## config.mk

```make
export PLATFORM = sky130hd
export DESIGN_NAME = wdog_timer
export DESIGN_NICKNAME = d
export VERILOG_FILES = /design/src/rtl/wdog_timer.sv
export SDC_FILE = /design/constraint.sdc
export NUM_CORES = 1
export LEC_CHECK = 0
export BUFFER_PORTS_ARGS = -buffer_cell sky130_fd_sc_hd__buf_2
export CAP_MARGIN = 40
export CORE_MARGIN = 3
export CORE_UTILIZATION = 56
export CTS_CLUSTER_DIAMETER = 100
export DETAILED_ROUTE_END_ITERATION = 16
export PLACE_DENSITY_LB_ADDON = 0.05
export SYNTH_ARGS = -nofsm -noshare
export SYNTH_HDL_FRONTEND = slang
export SYNTH_SLANG_ARGS = --single-unit
```

## constraint.sdc

```tcl
create_clock -name clk -period 2.5 [get_ports clk]
set_input_delay 0.25 -clock clk [delete_from_list [all_inputs] [get_ports clk]]
set_output_delay 0.25 -clock clk [all_outputs]
set_load 0.05 [all_outputs]
```

## src/rtl/wdog_timer.sv

```systemverilog
module wdog_timer #(
  parameter int HOLD_TICKS = 4,
  parameter int PD_TICKS   = 32
) (
  input  logic        clk,
  input  logic        por_n,
  input  logic        rst_n,
  input  logic        tick,
  input  logic        lowpower,
  input  logic        bus_we,
  input  logic [3:0]  bus_addr,
  input  logic [15:0] bus_wdata,
  output logic [15:0] bus_rdata,
  output logic        int_rst,
  output logic        ext_rst_n,
  output logic        irq
);
  localparam int HW = $clog2(HOLD_TICKS + 1);
  localparam int PW = $clog2(PD_TICKS + 1);
  localparam logic [3:0] A_CTRL = 4'h0, A_SVC = 4'h2, A_STAT = 4'h4, A_ICR = 4'h6, A_MISC = 4'h8;
  localparam logic [15:0] KEY1 = 16'h5555, KEY2 = 16'hAAAA;

  logic [7:0]    tmo, cnt, pre;
  logic          act, en, susp, lock, armed, ien, ists, pd_en, pd_pulse, tout;
  logic [HW-1:0] ihold, ehold;
  logic [PW-1:0] pd_cnt;

  logic wr_ctrl, wr_svc, wr_icr, wr_misc;
  logic step, expire, svc_ok, start, reload, sw_int, sw_ext, trig_int, trig_ext;

  assign wr_ctrl  = bus_we && bus_addr == A_CTRL;
  assign wr_svc   = bus_we && bus_addr == A_SVC;
  assign wr_icr   = bus_we && bus_addr == A_ICR;
  assign wr_misc  = bus_we && bus_addr == A_MISC;
  assign step     = tick && en && !(susp && lowpower);
  assign expire   = step && cnt == 8'd0;
  assign svc_ok   = wr_svc && armed && bus_wdata == KEY2;
  assign start    = wr_ctrl && !en && bus_wdata[2];
  assign reload   = svc_ok || start;
  assign sw_int   = wr_ctrl && !bus_wdata[4];
  assign sw_ext   = wr_ctrl && !bus_wdata[5];
  assign trig_int = (expire && !act) || sw_int;
  assign trig_ext = (expire && act) || sw_ext;

  // control register, warm domain
  always_ff @(posedge clk or negedge rst_n)
    if (!rst_n) begin
      tmo <= '0; act <= 1'b0; en <= 1'b0; susp <= 1'b0; lock <= 1'b0;
    end else if (wr_ctrl) begin
      tmo  <= bus_wdata[15:8];
      act  <= bus_wdata[3];
      en   <= en | bus_wdata[2];
      lock <= 1'b1;
      if (!lock) susp <= bus_wdata[0];
    end

  always_ff @(posedge clk or negedge rst_n)
    if (!rst_n)        cnt <= '0;
    else if (reload)   cnt <= start ? bus_wdata[15:8] : tmo;
    else if (expire)   cnt <= tmo;
    else if (step)     cnt <= cnt - 8'd1;

  always_ff @(posedge clk or negedge rst_n)
    if (!rst_n)      armed <= 1'b0;
    else if (bus_we) armed <= wr_svc && bus_wdata == KEY1;

  always_ff @(posedge clk or negedge rst_n)
    if (!rst_n) begin
      ien <= 1'b0; pre <= '0; ists <= 1'b0;
    end else begin
      if (wr_icr) begin
        ien <= bus_wdata[15];
        pre <= bus_wdata[7:0];
      end
      if (step && cnt == pre)          ists <= 1'b1;
      else if (wr_icr && bus_wdata[14]) ists <= 1'b0;
    end

  always_ff @(posedge clk or negedge rst_n)
    if (!rst_n) begin
      pd_en <= 1'b1; pd_cnt <= '0; pd_pulse <= 1'b0;
    end else begin
      if (wr_misc && !bus_wdata[0]) pd_en <= 1'b0;
      if (tick && pd_cnt != PW'(PD_TICKS)) pd_cnt <= pd_cnt + 1'b1;
      pd_pulse <= tick && pd_en && pd_cnt == PW'(PD_TICKS - 1);
    end

  // holds and cause flag, power-on domain
  always_ff @(posedge clk or negedge por_n)
    if (!por_n) begin
      ihold <= '0; ehold <= '0; tout <= 1'b0;
    end else begin
      if (trig_int)                 ihold <= HW'(HOLD_TICKS);
      else if (tick && ihold != '0) ihold <= ihold - 1'b1;
      if (trig_ext)                 ehold <= HW'(HOLD_TICKS);
      else if (tick && ehold != '0) ehold <= ehold - 1'b1;
      if (expire)      tout <= 1'b1;
      else if (sw_int) tout <= 1'b0;
    end

  assign int_rst   = ihold != '0;
  assign ext_rst_n = !(ehold != '0 || pd_pulse);
  assign irq       = ien && ists;

  always_comb
    case (bus_addr)
      A_CTRL:  bus_rdata = {tmo, 2'b00, 2'b11, act, en, 1'b0, susp};
      A_STAT:  bus_rdata = {14'd0, tout, 1'b0};
      A_ICR:   bus_rdata = {ien, ists, 6'd0, pre};
      A_MISC:  bus_rdata = {15'd0, pd_en};
      default: bus_rdata = 16'h0000;
    endcase

  a_r2_count_down: assert property (@(posedge clk) disable iff (!rst_n)
    (step && cnt != 8'd0 && !reload) |=> cnt == $past(cnt) - 8'd1);
  a_r3_reload: assert property (@(posedge clk) disable iff (!rst_n)
    (wr_svc && armed && bus_wdata == KEY2) |=> cnt == $past(tmo));
  a_r5_en_sticky: assert property (@(posedge clk) disable iff (!rst_n)
    en |=> en);
  a_r6_susp_locked: assert property (@(posedge clk) disable iff (!rst_n)
    lock |=> $stable(susp));
  a_r8_hold_on_tick: assert property (@(posedge clk) disable iff (!por_n)
    $fell(int_rst) |-> $past(tick));
  a_r11_pre_on_tick: assert property (@(posedge clk) disable iff (!rst_n)
    $rose(ists) |-> $past(tick));
  a_r13_pd_one_clk: assert property (@(posedge clk) disable iff (!rst_n)
    pd_pulse |=> !pd_pulse);
endmodule

```

[Yosys cells after proc, flatten, opt, wreduce, memory -nomap -nowiden]
Cells that the tools add are included.
Operators by class
  $add $sub $neg: 4
  equality and inequality tests: 9
  multiplexer cells: 13
  bitwise gates (word level): 2
  reduce and logical (&&, ||, !) cells: 47
Operators by type and width (count)
  16-bit case mux with 4 select lines: 1
  8-bit 2-to-1 mux: 4
  1-bit logical AND: 26
  16-bit by 15-bit == test with 1-bit output (second input constant): 1
  16-bit == test (second input constant): 1
  3-bit 2-to-1 mux: 4
  3-bit nonzero test: 3
  4-bit by 3-bit == test with 1-bit output (second input constant): 2
  8-bit == test: 1
  8-bit logical NOT: 1
  2-bit nonzero test: 4
  8-bit by 1-bit subtractor with 8-bit output (second input constant): 1
  1-bit logical NOT: 7
  6-bit by 1-bit adder with 6-bit output (second input constant): 1
  6-bit by 5-bit == test with 1-bit output (second input constant): 1
  6-bit inequality test (second input constant): 1
  3-bit by 1-bit subtractor with 3-bit output (second input constant): 2
  4-bit by 2-bit == test with 1-bit output (second input constant): 1
  4-bit == test (second input constant): 1
  4-bit logical NOT: 1
  1-bit logical OR: 4
  1-bit 2-to-1 mux: 4
  2-bit AND reduction: 1
  1-bit inverter: 1
  1-bit OR: 1
Storage, ports and cells
  register bits after elaboration: 46
  input bits: 26
  output and inout port bits: 19

[Depth between registers and ports, before layout]
Gate-level depths: netlist of run 1.
  depth in word-level cells: 7
  gate-level depth with buffers: 7

[Worst setup path after synthesis of run 1]
No wires, ideal clock.
  path type: reg2out
  start point: reg pre[1]
  end point: out bus_rdata[1]
  arrival time: 2045 ps
  required time: 2250 ps
  setup slack: 205 ps
  stages on the path, launching flop included: 3
  buffers on the path: 0
  cell sequence: dfrtp_1 mux2i_1 nor4b_1
Between the ends
  longest elaborated chain between the ends: 1
RTL lines
  start, declared: line 23  | logic [7:0] tmo, cnt, pre;
  start signal, assigned: line 73  | pre <= bus_wdata[7:0];
  16-bit case mux with 4 select lines: line 106  | case (bus_addr)
  end, declared: line 13  | output logic [15:0] bus_rdata,
No other way between the ends.

[Final worst setup path of run 1]
  start point: reg cnt[0]
  end point: reg cnt[1]
Between the ends
  longest elaborated chain between the ends: 4
RTL lines
  start, declared: line 23
  start signal, assigned: line 59  | else if (reload) cnt <= start ? bus_wdata[15:8] : tmo;
  start signal, assigned: line 60  | else if (expire) cnt <= tmo;
  start signal, assigned: line 61  | else if (step) cnt <= cnt - 8'd1;
  8-bit by 1-bit subtractor with 8-bit output or 8-bit logical NOT (tied branches): line 61, 36
  8-bit 2-to-1 mux or 1-bit logical AND (tied branches): line 61, 36
  8-bit 2-to-1 mux: line 60
  8-bit 2-to-1 mux: line 59
Parallel ways exist; a longest one is shown, timed or not. The select of a mux whose other input is x is not followed.
A chain may end at the register's enable or synchronous reset.

==> results of run 1 <==
[report_power, final]
part           leakage, nW  switching [W]  internal [W]
clock               0.0385       0.000252      0.000198
combinational        0.798       0.000513      0.000465
sequential           0.561       0.000288      0.000997
[kinds of logic after synthesis]
logic type	count (synthesis)	share of synthesized area [%]
simple gates	99	22.1
flops	46	43.4
compound gates	42	11.6
mux	26	10.7
buf+inv	24	3.87
xor+xnor	15	4.95
fa+ha+maj	7	3.30
[sequential cells by signal, summed over array words and instances (netlist names)]
register,cells
pd_cnt,6
pd_en,1
ists,1
act,1
ien,1
lock,1
ehold,3
armed,1
pd_pulse,1
cnt,8
susp,1
pre,8
ihold,3
en,1
tout,1
tmo,8
[Yosys cell counts (all sizes together), types with 5 or more instances]
master and count:
nand2 23, buf 5, and2 11, nand4 5
nor2 14, ha 7, nor4 6, nor4bb 5
dfrtp 45, mux2i 7, o21ai 9, inv 15
mux2 19, a21oi 6, nand2b 5, nor3 7
xnor2 14
[layout make-up]
class / count / area share, %
timing repair buffer: 52 / 9.97
sequential: 46 / 37.6
multi-input combinational: 189 / 45.7
tap: 52 / 2.13
inverter: 15 / 1.84
clock inverter: 1 / 0.245
clock buffer: 7 / 2.49
[cells in the final DEF, fill, tap and decap left out, drive strengths merged, types with 3 or more instances in the layout]
master / count
nor4b: 3
xnor2: 14
nand2b: 5
nand2: 23
nor2: 14
o22ai: 3
nand4: 5
buf: 50
dfrtp: 45
o31ai: 3
nor4: 6
and2: 11
o21ai: 9
clkbuf: 7
nor3: 7
or3: 3
inv: 15
ha: 7
or2: 4
mux2: 19
a21oi: 6
mux2i: 7
nor4bb: 5
a22o: 4
[worst max path at each step]
stage	startpoint	endpoint	slack, ns
detailed placement	cnt[0]$_DFFE_PN0P_	cnt[1]$_DFFE_PN0P_	0.39
global route	cnt[0]$_DFFE_PN0P_	cnt[1]$_DFFE_PN0P_	0.24
global placement	cnt[0]$_DFFE_PN0P_	cnt[1]$_DFFE_PN0P_	0.45
CTS	cnt[0]$_DFFE_PN0P_	cnt[1]$_DFFE_PN0P_	0.36
finish	cnt[0]$_DFFE_PN0P_	cnt[1]$_DFFE_PN0P_	0.36
floorplan	pre[1]$_DFFE_PN0N_	bus_rdata[1]	0.20
[routing by layer]
metal | global-route usage, % | part of all wire (%) | vias up | wire (um)
met2 | 33.8 | 42 | 84 | 2650
met4 | 8.30 | 1.2 | 0 | 76
met5 | 0 | 0 | - | 0
li1 | - | - | 1036 | -
met1 | 38.6 | 49 | 1040 | 3100
met3 | 4.81 | 7.1 | 9 | 444
[through the flow]
step | util (%) | total power [W] | instance area [um^2]
2_1_floorplan | - | 0.00200 | 2650
3_3_place_gp | 65.5 | 0.00222 | 2930
3_5_place_dp | 66.1 | 0.00226 | 2960
4_1_cts | 68.4 | 0.00272 | 3060
5_1_grt | 68.4 | 0.00292 | 3060
6_report | 68.4 | 0.00271 | 3060
[critical path, delay by kind of cell (launching register included)]
kind / cells / cell delay, ns
DFF: 1 / 0.43
and+or+nand+nor: 2 / 0.75
buffers and inverters: 1 / 0.11
adders and majority gates: 1 / 0.23
AOI/OAI and AO/OA: 3 / 0.53
==> impl_metrics.json, run 1 <==
{
  "status": "finished, final reports clean",
  "final.setup.tns_ns": 0,
  "route.detailed.drc": 0,
  "netlist_area_mm2": 0.00265,
  "drive_gt1_share_pct": 21.3,
  "area.growth.synth_to_final_pct": 15.4,
  "hold_buffers": 2,
  "synth_cell_types": 52,
  "dr.pass1.iters": 5,
  "reg2reg_depth": 7,
  "whs_endpoint": "tmo[3]$_DFFE_PN0N_",
  "synth.avg_cell_area_um2": 10.2,
  "clock-sinks": 46,
  "hold_depth": 2,
  "slew_headroom_pct": 65.6,
  "worstPathCellList": "inv_1 > ha_1 > or4b_4 > or2_4 > a211oi_2 > a21oi_1 > a221oi_2",
  "synth_top_area_share_pct": 42.4,
  "rsz0062_at_grt": "no",
  "endpoint_kind": "flop",
  "netlist_instances": 259,
  "hp-start": "bus_wdata[11]",
  "timing.final.crit_period_ns": 2.14,
  "antenna_found_initial": 0,
  "fin_hold_ws_ns": 0.207,
  "cap_violations": 0,
  "cts_setup_buffers": 0,
  "maxSlewViolCount": 0,
  "path_class": "flop to flop",
  "r2r-end": "cnt[1]$_DFFE_PN0P_",
  "setup-violations-final": 0,
  "post_drt_via_cell_ratio": 5.99,
  "slowest_stage": "or4b_4",
  "ys.flop_type": "dfrtp_1",
  "cp_data_required_time_ns": 2.71,
  "drt_iter0_markers": 154,
  "fillCellCount": 360,
  "min_period_over_period_pct": 85.7,
  "grt_max_degree": 21,
  "ir_drop_v": 0.000508,
  "port_buffers": 44,
  "dieArea_mm2": 0.00560,
  "ys_ff_latch": 46,
  "vias": 2169,
  "crit_arrival_ns": 2.35,
  "initial_utilization_pct": 59.3,
  "yosysWarnings": 0,
  "die_w_um": 74.8,
  "drtAntennaViolNets": 0,
  "clock_latency_ns": 0.30,
  "p_leak_nw": 1.40,
  "synth_edf_count": 0,
  "hpwl_um": 4700,
  "overflow": 0,
  "grt_pass1_wl_um": 10400,
  "syn-num-nets": 292,
  "num_io_pins": 45,
  "yosysTopAreaCell": "dfrtp_1",
  "clkTransAtPathRegs_ns": 0.09,
  "htree_levels": 2,
  "seq_area_frac_synth_pct": 43.4,
  "r2r_start": "cnt[0]$_DFFE_PN0P_",
  "cts_made_buffers": 5,
  "critPathMaxStageDelay_ns": 0.48,
  "rrSetupSlack_ns": 0.36,
  "hp-class": "input port to flop",
  "tightest_slew_ns": 0.515,
  "die_height_um": 74.8,
  "synthArstFlopShare_pct": 100,
  "worst_slack_ns": 0.356,
  "root_buffer": "clkbuf_8",
  "row_count": 24,
  "grt_use_total_pct": 24.6,
  "fmax_ghz": 0.466,
  "wl_um": 6270,
  "ctsResizeCount": 0,
  "hold_viol": 0,
  "dp_worst_setup_slack_ns": 0.394,
  "cellPowerDensity_mw_per_mm2": 886,
  "routedWlPerCell_um": 17.3,
  "grt_pass1_vias": 2051,
  "synth_area_leaders": "dfrtp_1 (42%), mux2_1 (8.1%), xnor2_1 (4.6%)",
  "layout.cells.non_filler": 362,
  "start_kind": "flop",
  "dp_cells": 352,
  "area.sequential_mm2": 0.00115,
  "multi_input_area_mm2": 0.00140,
  "skew_ns": 0.0110,
  "core_area_mm2": 0.00447,
  "fin_nets": 342,
  "cts.path.max_buffers": 2,
  "critical_path_peak_fanout": 5,
  "cts_tree": "yes",
  "gp_congestion": 0.937,
  "antenna_cells": 0
}
Power figures use the tool's default switching activity.
==> run 2: changes to the inputs <==
==> constraint.sdc (replaced) <==
create_clock -name clk -period 2.5 [get_ports clk]
set_input_delay 0 -clock clk [delete_from_list [all_inputs] [get_ports clk]]
set_output_delay 0 -clock clk [all_outputs]
set_load 0.05 [all_outputs]
==> run 2 against run 1 <==
Against the previous run:
- non-clock buffer count up 15
- sequential share of layout area down 1.7 points
- global-route usage down 0.26 points
- final cell count up 4.1%
- sequential cell count unchanged
- hold slack worse by 0.18 ns
- setup slack better by 0.027 ns
- first-iteration DRC count down 0.65%
- clock skew up 0.0049 ns
- critical path depth unchanged
- clock-buffer cell count unchanged
- largest cell class unchanged
==> impl_metrics.json, run 2 (synthesis gave the netlist of run 1 again) <==
{
  "slew_headroom_pct": 65.7,
  "min_period_over_period_pct": 84.7,
  "switching_share_pct": 38.5,
  "core_area_mm2": 0.00447,
  "ctsResizeCount": 0,
  "place_area_mm2": 0.00295,
  "reg2reg_depth": 7,
  "drive_gt1_share_pct": 20.3,
  "area.growth.synth_to_final_pct": 20.7,
  "hp-class": "input port to flop",
  "setup-violations-final": 0,
  "overflow": 0,
  "fmax_ghz": 0.472,
  "hp-start": "bus_wdata[9]",
  "port_buffers": 44,
  "r2r_start": "cnt[0]$_DFFE_PN0P_",
  "path_class": "flop to flop",
  "vias": 2165,
  "cts_tree": "yes",
  "timing.final.crit_period_ns": 2.12,
  "path_buf_inv": 1,
  "slowest_stage": "or4b_4",
  "total_power_w": 0.00272,
  "switchingPower_w": 0.00105,
  "drt_iter0_markers": 153,
  "p_seq_share_pct": 47.0,
  "cp_data_required_time_ns": 2.71,
  "gp_congestion": 0.937,
  "crit_arrival_ns": 2.33,
  "status": "finished, final reports clean",
  "cts_setup_buffers": 0,
  "cellPowerDensity_mw_per_mm2": 849,
  "hpwl_um": 4580,
  "critical_path_peak_fanout": 5,
  "whs_endpoint": "cnt[1]$_DFFE_PN0P_",
  "clock-sinks": 46,
  "dieArea_mm2": 0.00560,
  "start_kind": "flop",
  "maxSlewViolCount": 0,
  "skew_ns": 0.0158,
  "grt_use_total_pct": 24.4,
  "final.setup.tns_ns": 0,
  "rsz0062_at_grt": "no",
  "p_int_w": 0.00167,
  "rrSetupSlack_ns": 0.38,
  "critPathMaxStageDelay_ns": 0.48,
  "clockPowerShare_pct": 16.6,
  "antenna_cells": 0,
  "p_leak_nw": 1.46,
  "cts.path.max_buffers": 2,
  "comb_power_share_pct": 36.4,
  "drtAntennaViolNets": 0,
  "fin_nets": 357,
  "antenna_found_initial": 0,
  "die_height_um": 74.8,
  "clkTransAtPathRegs_ns": 0.09,
  "hold_depth": 3,
  "row_count": 24,
  "num_io_pins": 45,
  "dp_cells": 352,
  "route.detailed.drc": 0,
  "ir_drop_v": 0.000505,
  "grt_pass1_wl_um": 10300,
  "layout.cells.non_filler": 377,
  "worstPathCellList": "inv_1 > ha_1 > or4b_4 > or2_4 > a211oi_2 > a21oi_1 > a221oi_2",
  "hold_buffers": 17,
  "initial_utilization_pct": 59.3,
  "wl_um": 6310,
  "endpoint_kind": "flop",
  "clock_latency_ns": 0.31,
  "final_common_cell": "dfrtp_1",
  "grt_pass1_vias": 2049,
  "root_buffer": "clkbuf_8",
  "post_drt_via_cell_ratio": 5.74,
  "r2r-end": "cnt[1]$_DFFE_PN0P_",
  "dr.pass1.iters": 4,
  "crit_family": "simple AND/OR/NAND/NOR gates",
  "reg_top3": "cnt x8, pre x8, tmo x8",
  "hold_viol": 0,
  "htree_levels": 2,
  "cap_violations": 0,
  "routedWlPerCell_um": 16.7,
  "die_w_um": 74.8,
  "cts_made_buffers": 5,
  "tightest_slew_ns": 0.515,
  "grt_max_degree": 35,
  "fin_area_mm2": 0.00320,
  "final_cell_mix": "dfrtp_1 (45), buf_2 (44), nand2_1 (23)"
}
==> run 2: cell types whose count changed in the layout (fill, tap and decap cells not counted), sizes merged <==
cell | previous run | this run
dlygate4sd3 | 2 | 17
==> run 2: area by class of cell <==
cell class,instances,area [um^2]
sequential,46,1150
timing repair buffer,67,448
clock inverter,1,7.51
inverter,15,56.3
tap,52,65.1
fill,340,1270
multi-input combinational,189,1400
clock buffer,7,76.3
==> run 2: power groups by stage <==
| stage | Clock (W) | Sequential (W) | Combinational [W] |
|---|---|---|---|
| 2_1_floorplan | 0 | 0.00120 | 0.000807 |
| 3_3_place_gp | 0 | 0.00128 | 0.000936 |
| 3_5_place_dp | 0 | 0.00129 | 0.000963 |
| 4_1_cts | 0.000460 | 0.00127 | 0.000995 |
| 5_1_grt | 0.000486 | 0.00132 | 0.00111 |
| 6_report | 0.000452 | 0.00128 | 0.000989 |
==> run 2: worst min-delay path: cells and delay by family <==
family                 cells  cell delay (ns)
buffers and inverters      2             0.21
AO/OA/AOI/OAI              1             0.07
==> run 2: worst max-delay path by stage <==
stage	slack, ns	cells after the start	from	to
floorplan	0.45	2	pre[1]$_DFFE_PN0N_	bus_rdata[1]
global placement	0.46	7	cnt[0]$_DFFE_PN0P_	cnt[1]$_DFFE_PN0P_
detailed placement	0.40	7	cnt[0]$_DFFE_PN0P_	cnt[1]$_DFFE_PN0P_
CTS	0.38	7	cnt[0]$_DFFE_PN0P_	cnt[1]$_DFFE_PN0P_
global route	0.26	7	cnt[0]$_DFFE_PN0P_	cnt[1]$_DFFE_PN0P_
finish	0.38	7	cnt[0]$_DFFE_PN0P_	cnt[1]$_DFFE_PN0P_
==> run 2: per-stage QoR <==
step / setup WS (ns) / hold WS (ns) / util, %
floorplan: 0.455 / -0.296 / -
global placement: 0.456 / -0.158 / 65.5
detailed placement: 0.402 / -0.151 / 65.9
CTS: 0.385 / 0.0148 / 71.6
global route: 0.261 / 0.0337 / 71.6
finish: 0.383 / 0.0239 / 71.6
==> run 2: metal layers <==
metal	up-vias	share of wire [%]	GRT usage [%]	routed length, um
li1	1059	-	-	-
met2	78	43	34.7	2710
met3	10	6.8	4.54	430
met1	1018	49	37.4	3060
met4	0	1.7	7.51	105
met5	-	0	0	0
